===== config.mk =====
export PLATFORM = sky130hd
export DESIGN_NAME = csm_timing_engine
export DESIGN_NICKNAME = d
export VERILOG_FILES = /design/src/rtl/csm_pkg.sv /design/src/rtl/csm_bank_cfg.sv /design/src/rtl/csm_seq.sv /design/src/rtl/csm_cs_decode.sv /design/src/rtl/csm_timing_engine.sv
export SDC_FILE = /design/constraint.sdc
export NUM_CORES = 1
export LEC_CHECK = 0
export ABC_CLOCK_PERIOD_IN_PS = 5650
export CAP_MARGIN = 30
export CORE_MARGIN = 2
export CORE_UTILIZATION = 51
export CTS_CLUSTER_DIAMETER = 30
export DETAILED_ROUTE_END_ITERATION = 10
export GPL_ROUTABILITY_DRIVEN = 0
export GPL_TIMING_DRIVEN = 1
export PLACE_DENSITY = 0.81
export SLEW_MARGIN = 20
export SYNTH_ARGS = -nofsm -noshare
export SYNTH_HDL_FRONTEND = slang
export SYNTH_SLANG_ARGS = --single-unit

===== constraint.sdc =====
create_clock -name clk -period 5.65 [get_ports clk]
set_clock_uncertainty 0.1 [all_clocks]
set_input_delay 1.4125 -clock clk [delete_from_list [all_inputs] [get_ports clk]]
set_output_delay 1.4125 -clock clk [all_outputs]
set_load 0.01 [all_outputs]

===== src/rtl/csm_pkg.sv =====
package csm_pkg;
  localparam int WAIT_W         = 4;
  localparam int CNT_W          = WAIT_W + 1;
  localparam int MAX_SLOW_WAIT  = 30;

  typedef enum logic [1:0] {
    ST_IDLE  = 2'd0,
    ST_SETUP = 2'd1,
    ST_WAIT  = 2'd2,
    ST_ACK   = 2'd3
  } seq_state_t;

  typedef struct packed {
    logic [CNT_W-1:0] wait_eff;
    logic             slow;
    logic             ext_only;
    logic             rd_hold;
  } bank_cfg_t;
endpackage


===== src/rtl/csm_bank_cfg.sv =====
module csm_bank_cfg
  import csm_pkg::*;
#(
  parameter int NUM_BANKS = 2,
  parameter int BANK_W    = 1
) (
  input  logic [BANK_W-1:0]           bank,
  input  logic [NUM_BANKS*WAIT_W-1:0] cfg_wait,
  input  logic [NUM_BANKS-1:0]        cfg_slow,
  input  logic [NUM_BANKS-1:0]        cfg_ext_only,
  input  logic [NUM_BANKS-1:0]        cfg_rd_hold,
  output bank_cfg_t                   sel
);
  bank_cfg_t per_bank [NUM_BANKS];

  for (genvar b = 0; b < NUM_BANKS; b++) begin : g_bank
    logic [WAIT_W-1:0] scy;
    logic [CNT_W-1:0]  doubled;
    assign scy     = cfg_wait[b*WAIT_W +: WAIT_W];
    assign doubled = {scy, 1'b0};
    always_comb begin
      per_bank[b].slow     = cfg_slow[b];
      per_bank[b].ext_only = cfg_ext_only[b];
      per_bank[b].rd_hold  = cfg_rd_hold[b];
      if (!cfg_slow[b])
        per_bank[b].wait_eff = {1'b0, scy};
      else if (doubled > CNT_W'(MAX_SLOW_WAIT))
        per_bank[b].wait_eff = CNT_W'(MAX_SLOW_WAIT);
      else
        per_bank[b].wait_eff = doubled;
    end
  end

  always_comb begin
    if ({1'b0, bank} < (BANK_W+1)'(NUM_BANKS))
      sel = per_bank[bank];
    else
      sel = '0;
  end
endmodule


===== src/rtl/csm_seq.sv =====
module csm_seq
  import csm_pkg::*;
#(
  parameter int BANK_W = 1
) (
  input  logic              clk,
  input  logic              rst_n,
  input  logic              req_valid,
  output logic              req_ready,
  input  logic [BANK_W-1:0] req_bank,
  input  logic              req_rd,
  input  bank_cfg_t         req_cfg,
  input  logic              ext_ack,
  output logic              cs_on,
  output logic [BANK_W-1:0] cs_bank,
  output logic              oe,
  output logic              rd_wr,
  output logic              xfer_ack
);
  seq_state_t        st;
  logic [CNT_W-1:0]  cnt;
  logic [BANK_W-1:0] bank_q, hold_bank;
  logic              rd_q, ext_only_q, rd_hold_q, first_q, hold_pend;
  logic              accept, ext_end, int_end;

  assign req_ready = (st == ST_IDLE) &&
                     (!hold_pend || (req_rd && req_bank == hold_bank));
  assign accept    = req_valid && req_ready;
  assign ext_end   = ext_ack && (ext_only_q || cnt >= CNT_W'(2));
  assign int_end   = !ext_only_q && cnt == '0;

  always_ff @(posedge clk or negedge rst_n) begin
    if (!rst_n) begin
      st         <= ST_IDLE;
      cnt        <= '0;
      bank_q     <= '0;
      hold_bank  <= '0;
      rd_q       <= 1'b0;
      ext_only_q <= 1'b0;
      rd_hold_q  <= 1'b0;
      first_q    <= 1'b0;
      hold_pend  <= 1'b0;
    end else begin
      case (st)
        ST_IDLE: begin
          hold_pend <= 1'b0;
          if (accept) begin
            bank_q     <= req_bank;
            rd_q       <= req_rd;
            ext_only_q <= req_cfg.ext_only;
            rd_hold_q  <= req_cfg.rd_hold;
            cnt        <= req_cfg.wait_eff;
            first_q    <= 1'b1;
            st         <= req_cfg.slow ? ST_SETUP : ST_WAIT;
          end
        end
        ST_SETUP: st <= ST_WAIT;
        ST_WAIT: begin
          first_q <= 1'b0;
          if (ext_end || int_end) st <= ST_ACK;
          else if (cnt != '0)     cnt <= cnt - CNT_W'(1);
        end
        default: begin
          st        <= ST_IDLE;
          hold_pend <= rd_q && rd_hold_q;
          hold_bank <= bank_q;
        end
      endcase
    end
  end

  assign cs_on    = (st == ST_WAIT) || (st == ST_ACK);
  assign cs_bank  = bank_q;
  assign rd_wr    = rd_q;
  assign xfer_ack = (st == ST_ACK);
  assign oe       = rd_q && ((st == ST_WAIT && !first_q) || st == ST_ACK);

  assert_busy_not_ready_R2: assert property (@(posedge clk) disable iff (!rst_n)
    cs_on |-> !req_ready);
  assert_oe_after_cs_R4: assert property (@(posedge clk) disable iff (!rst_n)
    $rose(oe) |-> $past(cs_on));
  assert_oe_falls_with_cs_R4: assert property (@(posedge clk) disable iff (!rst_n)
    $fell(cs_on) |-> !oe);
  assert_dir_stable_R4: assert property (@(posedge clk) disable iff (!rst_n)
    (cs_on && $past(cs_on)) |-> $stable(rd_wr));
  assert_ack_single_R5: assert property (@(posedge clk) disable iff (!rst_n)
    xfer_ack |=> !xfer_ack);
  assert_ack_ends_cs_R5: assert property (@(posedge clk) disable iff (!rst_n)
    xfer_ack |=> !cs_on);
  assert_cnt_bound_R6: assert property (@(posedge clk) disable iff (!rst_n)
    cnt <= CNT_W'(MAX_SLOW_WAIT));
endmodule


===== src/rtl/csm_cs_decode.sv =====
module csm_cs_decode #(
  parameter int NUM_BANKS = 2,
  parameter int BANK_W    = 1
) (
  input  logic                 clk,
  input  logic                 rst_n,
  input  logic                 on,
  input  logic [BANK_W-1:0]    bank,
  output logic [NUM_BANKS-1:0] cs
);
  for (genvar i = 0; i < NUM_BANKS; i++) begin : g_line
    assign cs[i] = on && (bank == BANK_W'(i));
  end

  assert_cs_onehot_R3: assert property (@(posedge clk) disable iff (!rst_n)
    $onehot0(cs));
  assert_cs_needs_on_R3: assert property (@(posedge clk) disable iff (!rst_n)
    (cs != '0) |-> on);
endmodule


===== src/rtl/csm_timing_engine.sv =====
module csm_timing_engine
  import csm_pkg::*;
#(
  parameter  int NUM_BANKS = 2,
  localparam int BANK_W    = (NUM_BANKS > 1) ? $clog2(NUM_BANKS) : 1
) (
  input  logic                        clk,
  input  logic                        rst_n,
  input  logic                        req_valid,
  output logic                        req_ready,
  input  logic [BANK_W-1:0]           req_bank,
  input  logic                        req_rd,
  input  logic                        ext_ack,
  input  logic [NUM_BANKS*WAIT_W-1:0] cfg_wait,
  input  logic [NUM_BANKS-1:0]        cfg_slow,
  input  logic [NUM_BANKS-1:0]        cfg_ext_only,
  input  logic [NUM_BANKS-1:0]        cfg_rd_hold,
  output logic [NUM_BANKS-1:0]        cs,
  output logic                        oe,
  output logic                        rd_wr,
  output logic                        xfer_ack
);
  bank_cfg_t         sel_cfg;
  logic              cs_on;
  logic [BANK_W-1:0] cs_bank;

  csm_bank_cfg #(.NUM_BANKS(NUM_BANKS), .BANK_W(BANK_W)) u_cfg (
    .bank(req_bank), .cfg_wait(cfg_wait), .cfg_slow(cfg_slow),
    .cfg_ext_only(cfg_ext_only), .cfg_rd_hold(cfg_rd_hold), .sel(sel_cfg)
  );

  csm_seq #(.BANK_W(BANK_W)) u_seq (
    .clk(clk), .rst_n(rst_n), .req_valid(req_valid), .req_ready(req_ready),
    .req_bank(req_bank), .req_rd(req_rd), .req_cfg(sel_cfg), .ext_ack(ext_ack),
    .cs_on(cs_on), .cs_bank(cs_bank), .oe(oe), .rd_wr(rd_wr), .xfer_ack(xfer_ack)
  );

  csm_cs_decode #(.NUM_BANKS(NUM_BANKS), .BANK_W(BANK_W)) u_dec (
    .clk(clk), .rst_n(rst_n), .on(cs_on), .bank(cs_bank), .cs(cs)
  );
endmodule


==> summary.md, run 1 <==
| Metric | Value |
|---|---|
| Critical path type | input port to output pin |
| Power Density | ~490 mW/mm^2 |
| Post-DRT Antenna Nets | 0 |
| DP HPWL | 2000 um |
| Setup WS pre-CTS | around 1100 ps |
| Slowest cell on the critical path | clkdlybuf4s50_1 |
| Number of remaining DRC errors | 0 |
| Placed instance area | 0.00144 sq mm |
| Worst-Margin Slew | approximately 700 ps |
| Peak VDD IR | approximately 0.35 mV |
| Most frequent CP cell | clkdlybuf4s50_1 |
| H-tree depth | 1 |
| Clock-pin transition on the worst setup and hold timing paths | 90 ps |
| Crit Path Max Fanout | 14 |
| Area share of the leading cell type in the synthesized netlist | 29.9% |
| Count leader, synth | nor2_1 |
| CTS root buf | clkbuf_4 |
| Congestion Overflow GR | 0 |
| Hold buffer count at CTS | 0 |
| RSZ-0062 raised after global routing | false |
| Syn Inst Count | roughly 120 |
| Max Cap Viol | 0 |
| Vias in the first global route | between 900 and 1000 |
| Height of the die | approximately 52 um |
| Starting Density | a little over half |
| Final Hold Vio Count | 0 |
| Slew Viols, Final | 0 |
| Clock Latency Late Sink | around 290 ps |
| Routed wire length | ~2600 um |
| Post-Syn Area per Cell | 9.60 sq um |
| Synth unique cells | between 40 and 50 |
| CP Cell Sequence | clkdlybuf4s50_1 -> buf_4 -> xnor2_1 -> nand2_1 -> a21oi_1 -> clkdlybuf4s50_1 |
| Share of post-route cells with drive strength above 1 | 11.6% |
| Largest reg by FF count | u_seq.cnt |
| YS warnings | 0 |
| Main flop type after synthesis | dfrtp_1 |
| Setup crit end kind | output pin |
| Die W | about 52 um |
| WL/cell | about 15 um |
| Largest registers | u_seq.cnt (5), u_seq.st (2) |
| Final TNS setup | 0 ps |
| Pin count of the biggest net entering global routing | 15 |
| CP arrival | 3050 ps |
| Period minus WS final | 4560 ps |
| Synth area leader | dfrtp_1 |
| Hold Crit Class | flip-flop to flip-flop |
| Max_slew headroom | a little over half |
| Critical path's largest stage delay | approximately 550 ps |
| Syn_nets | ~150 |
| Final worst slack | approximately 1100 ps |
| CTS tree | built |
| Number of synthesized register bits | 14 |
| Via count of the routed design | just over 1000 |
| Synth cell count leaders | nor2_1 (15), dfrtp_1 (14), mux2i_1 (13) |
| Placed insts | ~170 |
| Clk buf depth | 2 |
| Worst setup SP type | input port |
| Initial antenna violation count | 0 |
| PostCTS Resize Cnt | 0 |
| Netlist Area Pre-Place | approximately 0.0012 sq mm |
| Area Growth Syn to Fin | 25.6% |
| Fmax | around 0.22 GHz |
| # diodes | 0 |
| CTS Buf Count | 3 |
| Number of synthesized flops with an enable pin | 0 |
| Site row count | 17 |
| Leakage power | ~0.00065 uW |
| Layout net count | around 180 |
| Tot GR Track Use | 23.0% |
| Max reg flops | 5 |
| Synth area leaders | dfrtp_1 (30%), mux2i_1 (11%), ha_1 (7.5%) |
| First-pass GRT wire length | ~4500 um |
| Core ar. | ~0.0022 sq mm |
| Ports | 26 |
| Initial DRC Count | 8 |
| Finished Layout Cells | approximately 180 |
| CP required | 4140 ps |
| I/O Buffers | 25 |
| Async SR Flop Fraction | 100% |
| Post-CTS Setup Bufs | 0 |
| Final period util | 80.8% |
| Final Cell Area | approximately 0.0015 sq mm |
| Seq/Total Area, Yosys | about 30% |
| Vias/cell | ~5.8 |
| Die area | roughly 0.0027 sq mm |
| DRT Pass-1 Iters | 4 |
| Final Setup Violations | 0 |
| TritonCTS Sinks | 14 |
| Status | complete, no violations |
## cells in the final DEF, fill, tap and decap left out, types with 3 or more instances in the layout
cell,n
clkdlybuf4s50_1,25
mux2i_1,13
a211oi_1,3
clkbuf_4,3
ha_1,7
nor3_1,4
inv_1,7
a21oi_1,7
dfrtp_1,14
mux2_2,4
nor2_1,15
and3b_1,3
nand2_1,7
## per-stage QoR
stage | util (%) | total power [uW] | hold slack (ps)
detailed placement | 65.5 | 643 | 421
floorplan | - | 516 | 393
CTS | 67.2 | 721 | 442
finish | 67.2 | 717 | 438
global placement | 65.5 | 631 | 417
global route | 67.2 | 781 | 472
## cells by family after synthesis
logic type	Yosys count	synth area share, %
simple gates	40	21.5
compound gates	28	18.7
mux	18	15.9
flops	14	29.9
buf+inv	13	5.02
fa+ha+maj	7	7.48
xor+xnor	2	1.50
## cell type report
cell class	count	area [sq um]
clock buffers	4	36.3
fillers	187	719
inverters	8	30.0
multi-input cells	95	762
flip-flops and latches	14	350
well taps	28	35.0
repair buffers	26	258
## path summary, 6_finish.rpt
kind                            cells after the start                     endpoint                      start  slack [ps]
worst max-delay path                                6                    req_ready                   req_bank        1090
worst min-delay path                                2    u_seq.first_q$_DFFE_PN0P_  u_seq.first_q$_DFFE_PN0P_         440
worst max register to register                      6     u_seq.cnt[1]$_DFFE_PN0P_    u_seq.st[0]$_DFFE_PN0P_        3410
worst min register to register                      2    u_seq.first_q$_DFFE_PN0P_  u_seq.first_q$_DFFE_PN0P_         440
max in group asynchronous                           1  u_seq.rd_hold_q$_DFFE_PN0P_                      rst_n        3590
min in group asynchronous                           1     u_seq.cnt[0]$_DFFE_PN0P_                      rst_n        1430
## report_power, final
part	internal [uW]	switching [uW]	leakage [uW]
Sequential	152	62.6	0.000166
Combinational	208	219	0.000459
Clock	39.3	36.4	0.0000210
Total	399	318	0.000646
## worst max-delay path: cells and delay by family
family	cells	cell delay (ps)
buffers and inverters	3	1220
xor gates and xnor gates	1	190
and+or+nand+nor	1	80
AOI/OAI and AO/OA	1	140
## per-layer routing
layer	GRT usage (%)	part of all wire, %	up-vias	routed length (um)
li1	-	-	502	-
met1	27.7	45	477	1190
met2	39.7	49	22	1300
met3	4.02	3.0	7	78
met4	10.5	2.2	0	59
met5	0	0	-	0
Note: power is estimated with default switching activity, not from simulation.
==> run 2: changes to the inputs <==
Settings changed: ABC_CLOCK_PERIOD_IN_PS 5650 to 4350, CORE_UTILIZATION 51 to 50, PLACE_DENSITY 0.81 to 0.79.
Clock period 5.65 ns to 4.35 ns, I/O delays scaled along.
==> run 2 against run 1 <==
  * Sequential power grew 30%
  * Via count grew 0.50%
  * Flip-flop and latch count is the same
  * Critical path depth shrank 1
  * Register-to-register slack lost 1300 ps
  * Combinational power grew 31%
  * Non-clock buffer count is the same
  * Final cell count is the same
  * Power grew 31%
  * Worst setup slack lost 550 ps
  * Clock power grew 30%
  * Critical path type unchanged
  * Critical endpoint unchanged
  * Largest power group unchanged
==> summary.md, run 2 (synthesized netlist as in run 1, its figures left out) <==
| Metric | Value |
|---|---|
| Tot GR Track Use | about 22% |
| Clk pwr share | 10.5% |
| I/O Buffers | 25 |
| CP top delay family | buffers and inverters |
| Largest registers | u_seq.cnt (5), u_seq.st (2) |
| PostCTS Resize Cnt | 0 |
| Clk buf depth | 2 |
| Via count of the routed design | ~1000 |
| Site row count | 17 |
| Initial antenna violation count | 0 |
| Routed wire length | 2670 um |
| Post-CTS Setup Bufs | 0 |
| RSZ-0062 raised after global routing | false |
| CP Cell Sequence | clkdlybuf4s50_1 -> xnor2_1 -> nand2_1 -> a21oi_1 -> clkdlybuf4s50_1 |
| Ports | 26 |
| Switching pwr | around 420 uW |
| Vias in the first global route | 1026 |
| # diodes | 0 |
| Max_slew headroom | around 56% |
| Final TNS setup | 0 ps |
| Final Setup Violations | 0 |
| Commonest cells after routing, fill and taps aside | clkdlybuf4s50_1 (25), nor2_1 (15), dfrtp_1 (14) |
| Hold Crit Class | flip-flop to flip-flop |
| CTS tree | built |
| TritonCTS Sinks | 14 |
| CP arrival | 2620 ps |
| Finished Layout Cells | 175 |
| Critical path type | input port to output pin |
| Share of post-route cells with drive strength above 1 | between 10% and 20% |
| Peak VDD IR | approximately 0.44 mV |
| Switching share of power | between 40% and 50% |
| Worst Path Buf+Inv | 2 |
| Setup WS pre-CTS | between 500 and 600 ps |
| WL/cell | 15.3 um |
| Slew Viols, Final | 0 |
| Pin count of the biggest net entering global routing | 15 |
| Period minus WS final | approximately 3800 ps |
| H-tree depth | 1 |
| First-pass GRT wire length | roughly 4400 um |
| Comb power frac | between 50% and 60% |
| Final period util | between 80 and 90% |
| Post-DRT Antenna Nets | 0 |
| Core ar. | about 0.0022 sq mm |
| Final Hold Vio Count | 0 |
| CP required | approximately 3200 ps |
| Utilization after layout | approximately 67% |
| Die W | about 52 um |
| Max Cap Viol | 0 |
| Clock Latency Late Sink | 290 ps |
| Leakage power | between 0.0006 and 0.0007 uW |
| Area Growth Syn to Fin | 25.6% |
| Number of remaining DRC errors | 0 |
| Placed insts | 171 |
| CTS root buf | clkbuf_4 |
| Worst setup SP type | input port |
| CTS Buf Count | 3 |
| Vias/cell | around 5.8 |
| Clock-pin transition on the worst setup and hold timing paths | 100 ps |
| Crit Path Max Fanout | 3 |
| Largest reg by FF count | u_seq.cnt |
| Placed instance area | about 0.0014 sq mm |
| Status | complete, no violations |
| Layout net count | about 180 |
| Power Density | between 600 and 700 mW/mm^2 |
| Congestion Overflow GR | 0 |
| Hold buffer count at CTS | 0 |
| Leading cell type in the layout, fill and taps excluded | clkdlybuf4s50_1 |
| Fmax | roughly 0.26 GHz |
| Pint | 518 uW |
| Flop pwr share | 29.8% |
| Worst-Margin Slew | roughly 660 ps |
| Die area | around 0.0027 sq mm |
| Final Cell Area | between 0.001 and 0.0015 sq mm |
| Max reg flops | 5 |
| Height of the die | roughly 52 um |
| Initial DRC Count | 18 |
| Slowest cell on the critical path | clkdlybuf4s50_1 |
| Critical path's largest stage delay | 550 ps |
| Starting Density | a little over half |
| Most frequent CP cell | clkdlybuf4s50_1 |
| Final worst slack | roughly 540 ps |
| Setup crit end kind | output pin |
| DP HPWL | 2040 um |
| DRT Pass-1 Iters | 4 |
[run 2: power by group through the flow]
| stage | Sequential [uW] | Clock [uW] | Combinational (uW) |
|---|---|---|---|
| floorplan | 267 | 0 | 403 |
| global placement | 277 | 0 | 544 |
| detailed placement | 281 | 0 | 554 |
| CTS | 279 | 100 | 559 |
| global route | 290 | 106 | 617 |
| finish | 279 | 98.2 | 559 |
[run 2: per-stage QoR]
step,total power (uW),hold slack (ps)
floorplan,670,393
global placement,820,425
detailed placement,835,433
CTS,937,460
global route,1010,499
finish,936,456
[run 2: tightest hold or removal path: cells and delay by family (launching register included)]
kind / cells / cell delay (ps)
compound gates: 1 / 110
flops: 1 / 360
simple gates: 1 / 50
[run 2: per-layer routing]
layer | wire length, um | track usage, % | part of all wire (%) | vias up
met4 | 46 | 7.69 | 1.7 | 0
met5 | 0 | 0 | 0 | -
met1 | 1170 | 26.4 | 44 | 469
li1 | - | - | - | 502
met3 | 135 | 3.43 | 5.1 | 7
met2 | 1310 | 39.6 | 49 | 35
[run 2: worst paths after layout]
path                                                start                        end  slack (ps)  depth (start not counted)
worst max-delay path                             req_bank                  req_ready         540                          5
worst min-delay path            u_seq.first_q$_DFFE_PN0P_  u_seq.first_q$_DFFE_PN0P_         460                          2
worst max register to register    u_seq.st[0]$_DFFE_PN0P_   u_seq.cnt[1]$_DFFE_PN0P_        2090                          6
worst min register to register  u_seq.first_q$_DFFE_PN0P_  u_seq.first_q$_DFFE_PN0P_         460                          2
max in group asynchronous                           rst_n   u_seq.cnt[2]$_DFFE_PN0P_        2620                          1
min in group asynchronous                           rst_n   u_seq.cnt[0]$_DFFE_PN0P_        1090                          1
[run 2: cell type report]
class	count	area, sq um
multi-input cells	95	762
fillers	188	741
flip-flops and latches	14	350
repair buffers	26	258
clock buffers	4	36.3
well taps	28	35.0
inverters	8	30.0
==> run 3: changes to the inputs <==
Settings changed: CORE_ASPECT_RATIO from default to 0.9, TNS_END_PERCENT from default to 10.
==> run 3 against run 2 <==
  * Fmax down 0.96%
  * Core utilization down 0.38 points
  * Worst setup slack worse by 37 ps
  * Hold slack worse by 21 ps
  * Combinational power up 2%
  * First-iteration DRC count up 89%
  * Via count up 1.5%
  * Final cell count down 1.1%
  * Wire length up 2.7%
  * Largest power group unchanged
==> summary.md, run 3 (synthesized netlist as in run 1, its figures left out) <==
| Metric | Value |
|---|---|
| Hold Crit Class | flip-flop to flip-flop |
| CTS Buf Count | 3 |
| HP Start | u_seq.first_q$_DFFE_PN0P_ |
| CTS tree | built |
| Number of remaining DRC errors | 0 |
| Ports | 26 |
| Status | complete, no violations |
| Setup WS pre-CTS | about 600 ps |
| Fmax | roughly 0.26 GHz |
| Final Cell Area | between 0.001 and 0.0015 sq mm |
| Vias/cell | between 5 and 6 |
| Switching share of power | between 40% and 50% |
| Tot GR Track Use | roughly 22% |
| Leading cell type in the layout, fill and taps excluded | clkdlybuf4s50_1 |
| CP required | approximately 3200 ps |
| Flop pwr share | between 30% and 40% |
| CTS root buf | clkbuf_4 |
| Site row count | 16 |
| Max Cap Viol | 0 |
| CP Cell Sequence | clkdlybuf4s50_1 -> xnor2_1 -> nand2_1 -> a21oi_1 -> clkdlybuf4s50_1 |
| Congestion Overflow GR | 0 |
| Vias in the first global route | between 900 and 1000 |
| Leakage power | between 0.0006 and 0.0007 uW |
| Routed wire length | 2740 um |
| H-tree depth | 1 |
| Max reg flops | 5 |
| Hold buffer count at CTS | 0 |
| CP startpoint | req_bank |
| Core ar. | between 0.002 and 0.0025 sq mm |
| Slew Viols, Final | 0 |
| Setup crit end kind | output pin |
| Switching pwr | approximately 420 uW |
| Initial DRC Count | 34 |
| Critical path type | input port to output pin |
| Post-CTS Setup Bufs | 0 |
| Largest registers | u_seq.cnt (5), u_seq.st (2) |
| Slowest cell on the critical path | clkdlybuf4s50_1 |
| Final period util | between 80% and 90% |
| Pin count of the biggest net entering global routing | 15 |
| Area Growth Syn to Fin | 24.4% |
| Starting Density | a little over half |
| I/O Buffers | 25 |
| Worst-Margin Slew | approximately 650 ps |
| Placed instance area | 0.00143 sq mm |
| Reg2Reg Launch Point | u_seq.st[0]$_DFFE_PN0P_ |
| DRT Pass-1 Iters | 4 |
| Final Setup Violations | 0 |
| PostCTS Resize Cnt | 0 |
| Die W | between 50 and 60 um |
| Critical path's largest stage delay | about 550 ps |
| Peak VDD IR | 0.436 mV |
| Power Density | 635 mW/mm^2 |
| Via count of the routed design | ~1000 |
| Final hold slack | between 400 and 500 ps |
| Most frequent CP cell | clkdlybuf4s50_1 |
| # diodes | 0 |
| RSZ-0062 raised after global routing | false |
| Crit Path Max Fanout | 3 |
| Finished Layout Cells | between 150 and 200 |
| FILL cells | approximately 190 |
| Final worst slack | roughly 500 ps |
| Post-DRT Antenna Nets | 0 |
| Clock Latency Late Sink | between 200 and 300 ps |
| Share of post-route cells with drive strength above 1 | between 10% and 20% |
| Commonest cells after routing, fill and taps aside | clkdlybuf4s50_1 (25), nor2_1 (15), dfrtp_1 (14) |
| Period minus WS final | approximately 3800 ps |
| Die area | between 0.002 and 0.003 sq mm |
| Placed insts | 170 |
| Clk buf depth | 2 |
| WL/cell | about 16 um |
| First-pass GRT wire length | 4500 um |
| Height of the die | between 40 and 50 um |
| Max_slew headroom | a little under three fifths |
| Worst setup SP type | input port |
| Largest reg by FF count | u_seq.cnt |
| Clock-pin transition on the worst setup and hold timing paths | roughly 80 ps |
| Final TNS setup | 0 ps |
| DP HPWL | about 2100 um |
| Clk pwr share | 8.0% |
| Final Hold Vio Count | 0 |
| Pint | about 500 uW |
| Initial antenna violation count | 0 |
| CP arrival | 2660 ps |
| Comb power frac | between 60 and 70% |
| TritonCTS Sinks | 14 |
| Layout net count | around 180 |
## run 3: power by group through the flow
stage               Clock (uW)  Combinational, uW  Sequential (uW)
global route              82.1                623              291
global placement             0                544              276
finish                    74.1                568              282
floorplan                    0                403              267
CTS                       75.8                570              280
detailed placement           0                565              282
## run 3: final cells by class
| type | instances | area, sq um | share of cell area, % |
|---|---|---|---|
| Timing Repair Buffer | 26 | 258 | 17.7 |
| Inverter | 8 | 30.0 | 2.06 |
| Sequential cell | 14 | 350 | 24.1 |
| Multi-Input combinational cell | 95 | 762 | 52.3 |
| Tap cell | 27 | 33.8 | 2.32 |
| Clock buffer | 3 | 22.5 | 1.55 |
## run 3: worst paths after layout
check | end | slack (ps) | depth (start not counted)
worst max-delay path | req_ready | 500 | 5
worst min-delay path | u_seq.first_q$_DFFE_PN0P_ | 440 | 2
worst max register to register | u_seq.cnt[0]$_DFFE_PN0P_ | 2080 | 6
worst min register to register | u_seq.first_q$_DFFE_PN0P_ | 440 | 2
max in group asynchronous | u_seq.cnt[3]$_DFFE_PN0P_ | 2630 | 1
min in group asynchronous | u_seq.hold_bank$_DFFE_PN0N_ | 1100 | 1
## run 3: per-stage QoR
step / total power (uW) / util [%]
floorplan: 670 / -
global placement: 820 / 65.1
detailed placement: 847 / 65.1
CTS: 926 / 66.1
global route: 996 / 66.1
finish: 924 / 66.1
## run 3: worst max-delay path: cells and delay by family
| kind | cells | cell delay, ps |
|---|---|---|
| compound gates | 1 | 150 |
| xor+xnor | 1 | 330 |
| buf+inv | 2 | 990 |
| simple gates | 1 | 110 |
## run 3: routing by layer
layer	track usage [%]	wire length (um)
met2	36.9	1380
met5	0	0
met3	6.06	154
met1	29.6	1200
met4	3.25	0
